--- src/rtl/pin_irq_pkg.sv ---
package pin_irq_pkg;

  typedef enum logic [2:0] {
    SEL_ENABLE = 3'd0,
    SEL_TYPE0  = 3'd1,
    SEL_TYPE1  = 3'd2,
    SEL_TYPE2  = 3'd3,
    SEL_STATUS = 3'd4
  } reg_sel_e;

  // Trigger decision for one pin given its mode bits and two frame samples.
  function automatic logic pin_trigger(input logic t0, input logic t1,
                                       input logic t2, input logic prev,
                                       input logic cur);
    if (t2) return prev ^ cur;
    if (t1) return cur == t0;
    return t0 ? (!prev && cur) : (prev && !cur);
  endfunction

endpackage

--- src/rtl/pin_irq_cfg.sv ---
module pin_irq_cfg
  import pin_irq_pkg::*;
#(
  parameter int NUM_PINS  = 80,
  parameter int BANK_W    = 32,
  parameter int BSEL_W    = 2
) (
  input  logic                clk,
  input  logic                rst_n,
  input  logic                wr_en,
  input  logic [BSEL_W-1:0]   wr_bank,
  input  logic [2:0]          wr_sel,
  input  logic [BANK_W-1:0]   wr_data,
  output logic [NUM_PINS-1:0] en_o,
  output logic [NUM_PINS-1:0] ty0_o,
  output logic [NUM_PINS-1:0] ty1_o,
  output logic [NUM_PINS-1:0] ty2_o,
  output logic [NUM_PINS-1:0] clr_o
);

  for (genvar p = 0; p < NUM_PINS; p++) begin : g_pin
    localparam int B = p / BANK_W;
    localparam int K = p % BANK_W;

    logic bank_hit;
    logic en_q, t0_q, t1_q, t2_q;

    assign bank_hit = wr_en && (wr_bank == BSEL_W'(B));

    always_ff @(posedge clk or negedge rst_n) begin
      if (!rst_n) begin
        en_q <= 1'b0;
        t0_q <= 1'b0;
        t1_q <= 1'b0;
        t2_q <= 1'b0;
      end else if (bank_hit) begin
        case (wr_sel)
          SEL_ENABLE: en_q <= wr_data[K];
          SEL_TYPE0:  t0_q <= wr_data[K];
          SEL_TYPE1:  t1_q <= wr_data[K];
          SEL_TYPE2:  t2_q <= wr_data[K];
          default: ;
        endcase
      end
    end

    assign en_o[p]  = en_q;
    assign ty0_o[p] = t0_q;
    assign ty1_o[p] = t1_q;
    assign ty2_o[p] = t2_q;
    assign clr_o[p] = bank_hit && (wr_sel == SEL_STATUS) && wr_data[K];
  end

endmodule

--- src/rtl/pin_irq_detect.sv ---
module pin_irq_detect
  import pin_irq_pkg::*;
#(
  parameter int NUM_PINS = 80
) (
  input  logic                clk,
  input  logic                rst_n,
  input  logic                frame_valid,
  input  logic [NUM_PINS-1:0] frame_vals,
  input  logic [NUM_PINS-1:0] en,
  input  logic [NUM_PINS-1:0] ty0,
  input  logic [NUM_PINS-1:0] ty1,
  input  logic [NUM_PINS-1:0] ty2,
  output logic [NUM_PINS-1:0] hit_o
);

  logic [NUM_PINS-1:0] prev_q;

  always_ff @(posedge clk or negedge rst_n) begin
    if (!rst_n)           prev_q <= '0;
    else if (frame_valid) prev_q <= frame_vals;
  end

  for (genvar p = 0; p < NUM_PINS; p++) begin : g_det
    assign hit_o[p] = frame_valid && en[p] &&
                      pin_trigger(ty0[p], ty1[p], ty2[p], prev_q[p], frame_vals[p]);
  end

endmodule

--- src/rtl/pin_irq_status.sv ---
module pin_irq_status #(
  parameter int NUM_PINS = 80
) (
  input  logic                clk,
  input  logic                rst_n,
  input  logic [NUM_PINS-1:0] hit,
  input  logic [NUM_PINS-1:0] clr,
  output logic [NUM_PINS-1:0] status_o
);

  logic [NUM_PINS-1:0] status_q;

  always_ff @(posedge clk or negedge rst_n) begin
    if (!rst_n) status_q <= '0;
    else        status_q <= (status_q & ~clr) | hit;
  end

  assign status_o = status_q;

  // a cleared bit without a fresh hit is gone on the next cycle
  a_r7_w1c_clears: assert property (@(posedge clk) disable iff (!rst_n)
    (|(clr & ~hit)) |=> ((status_q & $past(clr & ~hit)) == '0));

  // a hit always lands, even under a same-cycle clear
  a_r8_set_wins: assert property (@(posedge clk) disable iff (!rst_n)
    (|(hit & clr)) |=> ((status_q & $past(hit & clr)) == $past(hit & clr)));

  // no status bit appears without a detection hit
  a_r7_no_spurious_set: assert property (@(posedge clk) disable iff (!rst_n)
    (hit == '0) |=> ((status_q & ~$past(status_q)) == '0));

endmodule

--- src/rtl/pin_irq_sense.sv ---
module pin_irq_sense
  import pin_irq_pkg::*;
#(
  parameter int NUM_PINS  = 80,
  parameter int BANK_W    = 32,
  parameter int NUM_BANKS = (NUM_PINS + BANK_W - 1) / BANK_W,
  parameter int BSEL_W    = (NUM_BANKS > 1) ? $clog2(NUM_BANKS) : 1
) (
  input  logic                clk,
  input  logic                rst_n,
  input  logic                frame_valid,
  input  logic [NUM_PINS-1:0] frame_vals,
  input  logic                wr_en,
  input  logic [BSEL_W-1:0]   wr_bank,
  input  logic [2:0]          wr_sel,
  input  logic [BANK_W-1:0]   wr_data,
  output logic [NUM_PINS-1:0] status_o,
  output logic                irq_o
);

  logic [NUM_PINS-1:0] en_w, ty0_w, ty1_w, ty2_w, clr_w, hit_w, status_w;

  pin_irq_cfg #(.NUM_PINS(NUM_PINS), .BANK_W(BANK_W), .BSEL_W(BSEL_W)) u_cfg (
    .clk(clk), .rst_n(rst_n), .wr_en(wr_en), .wr_bank(wr_bank),
    .wr_sel(wr_sel), .wr_data(wr_data),
    .en_o(en_w), .ty0_o(ty0_w), .ty1_o(ty1_w), .ty2_o(ty2_w), .clr_o(clr_w)
  );

  pin_irq_detect #(.NUM_PINS(NUM_PINS)) u_detect (
    .clk(clk), .rst_n(rst_n), .frame_valid(frame_valid),
    .frame_vals(frame_vals), .en(en_w), .ty0(ty0_w), .ty1(ty1_w),
    .ty2(ty2_w), .hit_o(hit_w)
  );

  pin_irq_status #(.NUM_PINS(NUM_PINS)) u_status (
    .clk(clk), .rst_n(rst_n), .hit(hit_w), .clr(clr_w), .status_o(status_w)
  );

  assign status_o = status_w;
  assign irq_o    = |(status_w & en_w);

  // after a strobe, new status bits only on pins that were enabled
  a_r2_gate_by_enable: assert property (@(posedge clk) disable iff (!rst_n)
    frame_valid |=> (((status_w & ~$past(status_w)) & ~$past(en_w)) == '0));

  // the merged request needs some pending status
  a_r9_irq_needs_status: assert property (@(posedge clk) disable iff (!rst_n)
    irq_o |-> (status_w != '0));

  // a hit that is not masked right away raises the request
  a_r9_hit_raises_irq: assert property (@(posedge clk) disable iff (!rst_n)
    ((|hit_w) && !(wr_en && wr_sel == SEL_ENABLE)) |=> irq_o);

endmodule

--- config.mk ---
export PLATFORM = sky130hd
export DESIGN_NAME = pin_irq_sense
export DESIGN_NICKNAME = d
export VERILOG_FILES = /design/src/rtl/pin_irq_pkg.sv /design/src/rtl/pin_irq_cfg.sv /design/src/rtl/pin_irq_detect.sv /design/src/rtl/pin_irq_status.sv /design/src/rtl/pin_irq_sense.sv
export SDC_FILE = /design/constraint.sdc
export NUM_CORES = 1
export LEC_CHECK = 0
export ABC_AREA = 1
export BUFFER_PORTS_ARGS = -buffer_cell sky130_fd_sc_hd__buf_2
export CAP_MARGIN = 15
export CORE_MARGIN = 10
export CORE_UTILIZATION = 45
export DETAILED_ROUTE_END_ITERATION = 6
export PLACE_DENSITY = 0.67
export SLEW_MARGIN = 10
export SYNTH_ARGS = -nofsm -noshare
export SYNTH_HDL_FRONTEND = slang
export SYNTH_SLANG_ARGS = --single-unit
--- constraint.sdc ---
create_clock -name clk -period 1.2 [get_ports clk]
set_clock_uncertainty 0.1 [all_clocks]
set_input_delay 0.06 -clock clk [delete_from_list [all_inputs] [get_ports clk]]
set_output_delay 0.06 -clock clk [all_outputs]
set_load 0.02 [all_outputs]
# --- Yosys cells after proc, flatten, opt, wreduce, memory -nomap -nowiden ---
# Index checks and enable logic that the tools add are counted.
# Widths: inputs -> output; s select.
classes:
  eq_ne: 86
  n_mux: 640
  n_bitwise: 84
  reduce_logical: 581
op_table:
  columns: ["cell", "count"]
  rows:
  - ["$mux 1", 640]
  - ["$logic_and 1x1->1", 406]
  - ["$and 80x80->80", 2]
  - ["$logic_not 1->1", 160]
  - ["$eq 1x1->1", 80]
  - ["$not 80->80", 1]
  - ["$or 80x80->80", 1]
  - ["$reduce_or 80->1", 1]
  - ["$xor 1x1->1", 80]
  - ["$reduce_and 2->1", 12]
  - ["$eq 3x2->1 const B", 2]
  - ["$eq 3x1->1 const B", 1]
  - ["$eq 3x3->1 const B", 1]
  - ["$logic_not 3->1", 1]
  - ["$eq 2x1->1 const B", 1]
  - ["$eq 2x2->1 const B", 1]
  - ["$logic_not 2->1", 1]
totals:
  register_bits: 480
  in_bits: 121
  elab_cells: 1713

# --- Longest topological paths before layout ---
depth:
  depth_word: 7
  ltp_mapped: 8
  depth_no_buf: 8

# --- Hierarchy ---
# A second synthesis with hierarchy kept.
hier_totals:
  hier_cells: 4028
  hier_area_um2: 28747.6
modules_own_cells:
  columns: ["mod", "n_inst", "cells_each", "area_per_inst_um2", "seq_area_each_um2"]
  rows:
  - ["pin_irq_cfg", 1, 1867, 15223.4, 8007.7]
  - ["pin_irq_detect", 1, 1626, 9781.9, 2001.9]
  - ["pin_irq_status", 1, 400, 3203.1, 2001.9]
  - ["pin_irq_sense", 1, 135, 539.3, 0.0]

# --- Least setup slack after synthesis ---
# No wires, ideal clock.
synth_path:
  kind: "register to output"
  startpoint: "register u_status.status_q[20], in the netlist u_status.status_o[20]"
  endpoint: "output irq_o"
  t_arrival_ns: 1.052
  required_time_ns: 1.040
  setup_slack_ns: -0.012
  path_stages_with_launch: 9
  path_buffers: 0
  path_cell_list: "dfrtp_1 -> nand2_1 -> nand2_1 -> nor2_1 -> nand2_1 -> nor2_1 -> nand2_1 -> nor2_1 -> nand2_1"
synth_via:
  elab_chain_cells: 2
synth_lines:
  columns: ["element", "line", "rtl"]
  rows:
  - ["from (decl)", "pin_irq_status.sv:11", "logic [NUM_PINS-1:0] status_q;"]
  - ["from (signal assigned)", "pin_irq_status.sv:15", "else status_q <= (status_q & ~clr) | hit;"]
  - ["$and 80x80->80", "pin_irq_sense.sv:40", "assign irq_o = |(status_w & en_w);"]
  - ["$reduce_or 80->1", "pin_irq_sense.sv:40", null]
  - ["to (decl)", "pin_irq_sense.sv:18", "output logic irq_o"]
# Every way passes these cells.

# --- Worst setup path after layout ---
layout_path:
  startpoint: "register u_status.status_q[32], in the netlist u_status.status_o[32]"
  endpoint: "output irq_o"
# The elaborated chain is that of the path after synthesis.

==> flow_metrics.py <==
metrics = {
    "place": {
        "dpl_cell_area_um2": 27600,
        "post-dp-hpwl_um": 47900,
        "port_buffers": 201,
        "dpl_worst_slack_ns": -0.415,
        "finalWeightedCongestion": 0.846,
        "dp_cells": 3960,
    },
    "yosys": {
        "syn-cell-area_um2": 23900,
        "synth_compound_area_share_pct": 16.7,
        "ys_seq_area_share_pct": 50.2,
        "synth_adder_area_share_pct": 8.36,
        "synth-simple-area-share_pct": 16.9,
        "synth_top_cell_area_share_pct": 50.2,
        "syn_inst": 2943,
        "ys_warn_count": 0,
        "synth.largest_area_cell": "dfrtp_1",
        "synthDistinctLibCells": 21,
        "synthesis.area_per_instance_um2": 8.13,
        "synth.area.top_cells": "dfrtp_1 (50%), nand2_1 (14%), o21ai_0 (11%), ha_1 (8.4%), inv_1 (5.2%)",
        "muxShareOfSynthArea_pct": 0,
        "synth_top_family_by_area": "simple AND/OR/NAND/NOR gates",
        "syn_nets": 3224,
        "ys_ff_latch": 480,
        "synth-xor-area-share_pct": 0.732,
    },
    "status": {
        "outcome": "complete, but fails checks",
        "violations": "setup timing",
    },
    "sta": {
        "fin_crit_ns": 2.10,
        "slew_violations": 0,
        "hold_slack_ns": 0.0231,
        "setup_viol_count_final": 157,
        "hold_viol": 0,
        "fin_crit_sh_pct": 175,
        "slew_headroom_pct": 44.1,
        "fin_ws_ns": -0.904,
        "worst_pin_slew_ns": 0.836,
        "fmax_mhz": 475,
        "grt_setup_unrepaired": "yes",
    },
    "floorplan": {
        "fp-row-count": 84,
        "dieHeight_um": 251,
        "pin_count": 202,
        "die_w_um": 251,
        "die_area_um2": 62800,
        "floorplan.initialDensity_pct": 45.5,
        "core_um2": 52700,
    },
    "global_routing": {
        "antenna_found_initial": 8,
        "grt_pass1_wl_um": 119000,
        "grt_max_degree": 65,
        "grt_use_total_pct": 23.2,
        "grt-ovfl-total": 0,
        "grt_pass1_vias": 22700,
    },
    "detailed_routing": {
        "first_pass_iters": 6,
        "avgViaCountPerCell": 5.25,
        "vias": 22600,
        "drt_iter0_markers": 1789,
        "final_antenna_net_count": 0,
        "drc": 0,
        "routed_wl_um": 76000,
        "wl_per_cell_um": 17.6,
    },
    "critical_path": {
        "cpMostUsedCell": "nand2_2",
        "cp.arrival_ns": 1.94,
        "cp.required_ns": 1.04,
        "reg2reg_from": "u_detect.prev_q[65]",
        "cp_max_fo": 2,
        "setup.worst_path.class": "flop to output pin",
        "endpoint_kind": "output pin",
        "critPathMaxStageDelay_ns": 0.40,
        "critPathSlowestCell": "dfrtp_1",
        "cp-startpoint": "u_status.status_o[32]",
        "start_kind": "flop",
        "crit_path_cell_trace": "nand2_1, nand2_2, nor2_4, nand2_2, nor2_2, nand2_2, nor2_2, nand2_2, buf_6",
    },
    "pwr": {
        "p_int_w": 0.0399,
        "pwr-share-clk_pct": 27.6,
        "peakVddDrop_v": 0.00105,
        "switching_share_pct": 33.4,
        "power.share.sequential_pct": 38.2,
        "switching_power_w": 0.0200,
        "p_comb_share_pct": 34.2,
        "p_leak_nw": 16.1,
        "total_power_w": 0.0599,
        "powerDensity_nw_per_um2": 1760,
    },
    "layout": {
        "final_cell_mix": "nand2_1 (903), dfrtp_1 (476), o21ai_0 (385), inv_1 (250), o21ai_1 (249)",
        "stdcell_area_um2": 34000,
        "areaGrowthSynthToFinish_pct": 42.1,
        "final_common_cell": "nand2_1",
        "stdcell_count": 4307,
        "layout-drive-gt1-share_pct": 24.7,
        "num-fill-cells": 4058,
        "num-nets-final": 3855,
    },
    "clock_tree": {
        "cts_inserted_buffers": 52,
        "htreeDepth": 2,
        "path_clk_slew_ns": 0.06,
        "clk_latency_ns": 0.60,
        "root_buffer": "clkbuf_16",
        "cts_tree": "built",
        "numClockSinks": 480,
        "cts.path.max_buffers": 3,
    },
    "run": {
        "cap_violations": 0,
    },
    "min_path": {
        "min_path_type": "primary input to asynchronous set/reset pin",
    },
}
==> flip-flops by register name, summed over array words and instances (netlist names) <==
name               flops
u_cfg.g_pin.en_q      80
u_cfg.g_pin.t0_q      80
u_cfg.g_pin.t1_q      80
u_cfg.g_pin.t2_q      80
u_detect.prev_q       80
u_status.status_o     80
==> cells by family (layout without fill, tap and decap cells) <==
kind of cell	after synthesis	in the layout
AOI/OAI and AO/OA	800	800
xor gates and xnor gates	20	20
adders and majority gates	160	160
buffers and inverters	443	1113
DFF	480	480
other	0	6
and+or+nand+nor	1040	1040
==> layer usage <==
metal / track usage, % / up-vias / part of all wire, % / wire length (um)
li1: - / 10700 / - / -
met1: 29.8 / 11000 / 43 / 32800
met2: 39.4 / 674 / 48 / 36800
met3: 3.22 / 161 / 5.3 / 4010
met4: 8.18 / 6 / 3.1 / 2340
met5: 0 / - / 0.037 / 28
==> synthesized netlist by cell type <==
cell and instances:
a21oi_1 160, buf_1 1, buf_2 30, clkbuf_1 75
clkbuf_2 3, dfrtp_1 480, ha_1 160, inv_1 334
nand2_1 915, nand2_2 7, nand3_1 20, nand4_1 12
nor2_1 79, nor2_4 1, nor3_2 3, nor3_4 1
nor3b_2 1, nor3b_4 1, o21ai_0 537, o21ai_1 103
xor2_1 20
==> stage by stage <==
step	util, %	TNS (ns)
final	64.6	-22.68
after global routing	64.6	-32.43
after CTS	62.7	-108.84
after detailed placement	52.4	-48.14
after global placement	52.4	-35.93
after floorplan	-	0
==> critical path: cells and delay by family, from the launching register on <==
| family | cells | cell delay, ns |
|---|---|---|
| simple gates | 8 | 0.78 |
| flops | 1 | 0.40 |
| buf+inv | 1 | 0.15 |
==> power groups by stage <==
stage                     clock [W]  combinational, W  sequential [W]
final                        0.0165            0.0205          0.0229
after global routing         0.0174            0.0225          0.0233
after CTS                    0.0167            0.0196          0.0226
after detailed placement          0            0.0155          0.0225
after global placement            0            0.0151          0.0222
after floorplan                   0           0.00588          0.0240
==> worst paths after layout <==
check,endpoint,slack (ns),cells after the start
setup / recovery,irq_o,-0.90,9
hold / removal,u_cfg.g_pin[74].t1_q,0.02,3
setup reg to reg,u_status.status_o[65],-0.13,8
hold reg to reg,u_cfg.g_pin[78].t2_q,0.41,2
max in group asynchronous,u_detect.prev_q[70],-0.30,3
min in group clk,u_detect.prev_q[35],0.03,4
==> area by class of cell <==
type / count / area, um2 / share of cell area, %
antenna: 6 / 15.0 / 0.0442
clock buffer: 80 / 1580 / 4.64
clock inverter: 13 / 165 / 0.486
inverter: 334 / 1250 / 3.69
multi-input combinational: 2020 / 11700 / 34.4
sequential: 480 / 12000 / 35.3
tap: 688 / 861 / 2.53
timing repair buffer: 686 / 6430 / 18.9
==> what timing repair did <==
item	4_1_cts	5_1_grt
hold buffers	181	2
pin swaps	140	142
gates resized for setup	606	209
buffers inserted	55	66
hold endpoints to repair	960	16
endpoints found under the setup margin	161	254
Power figures use the tool's default switching activity.
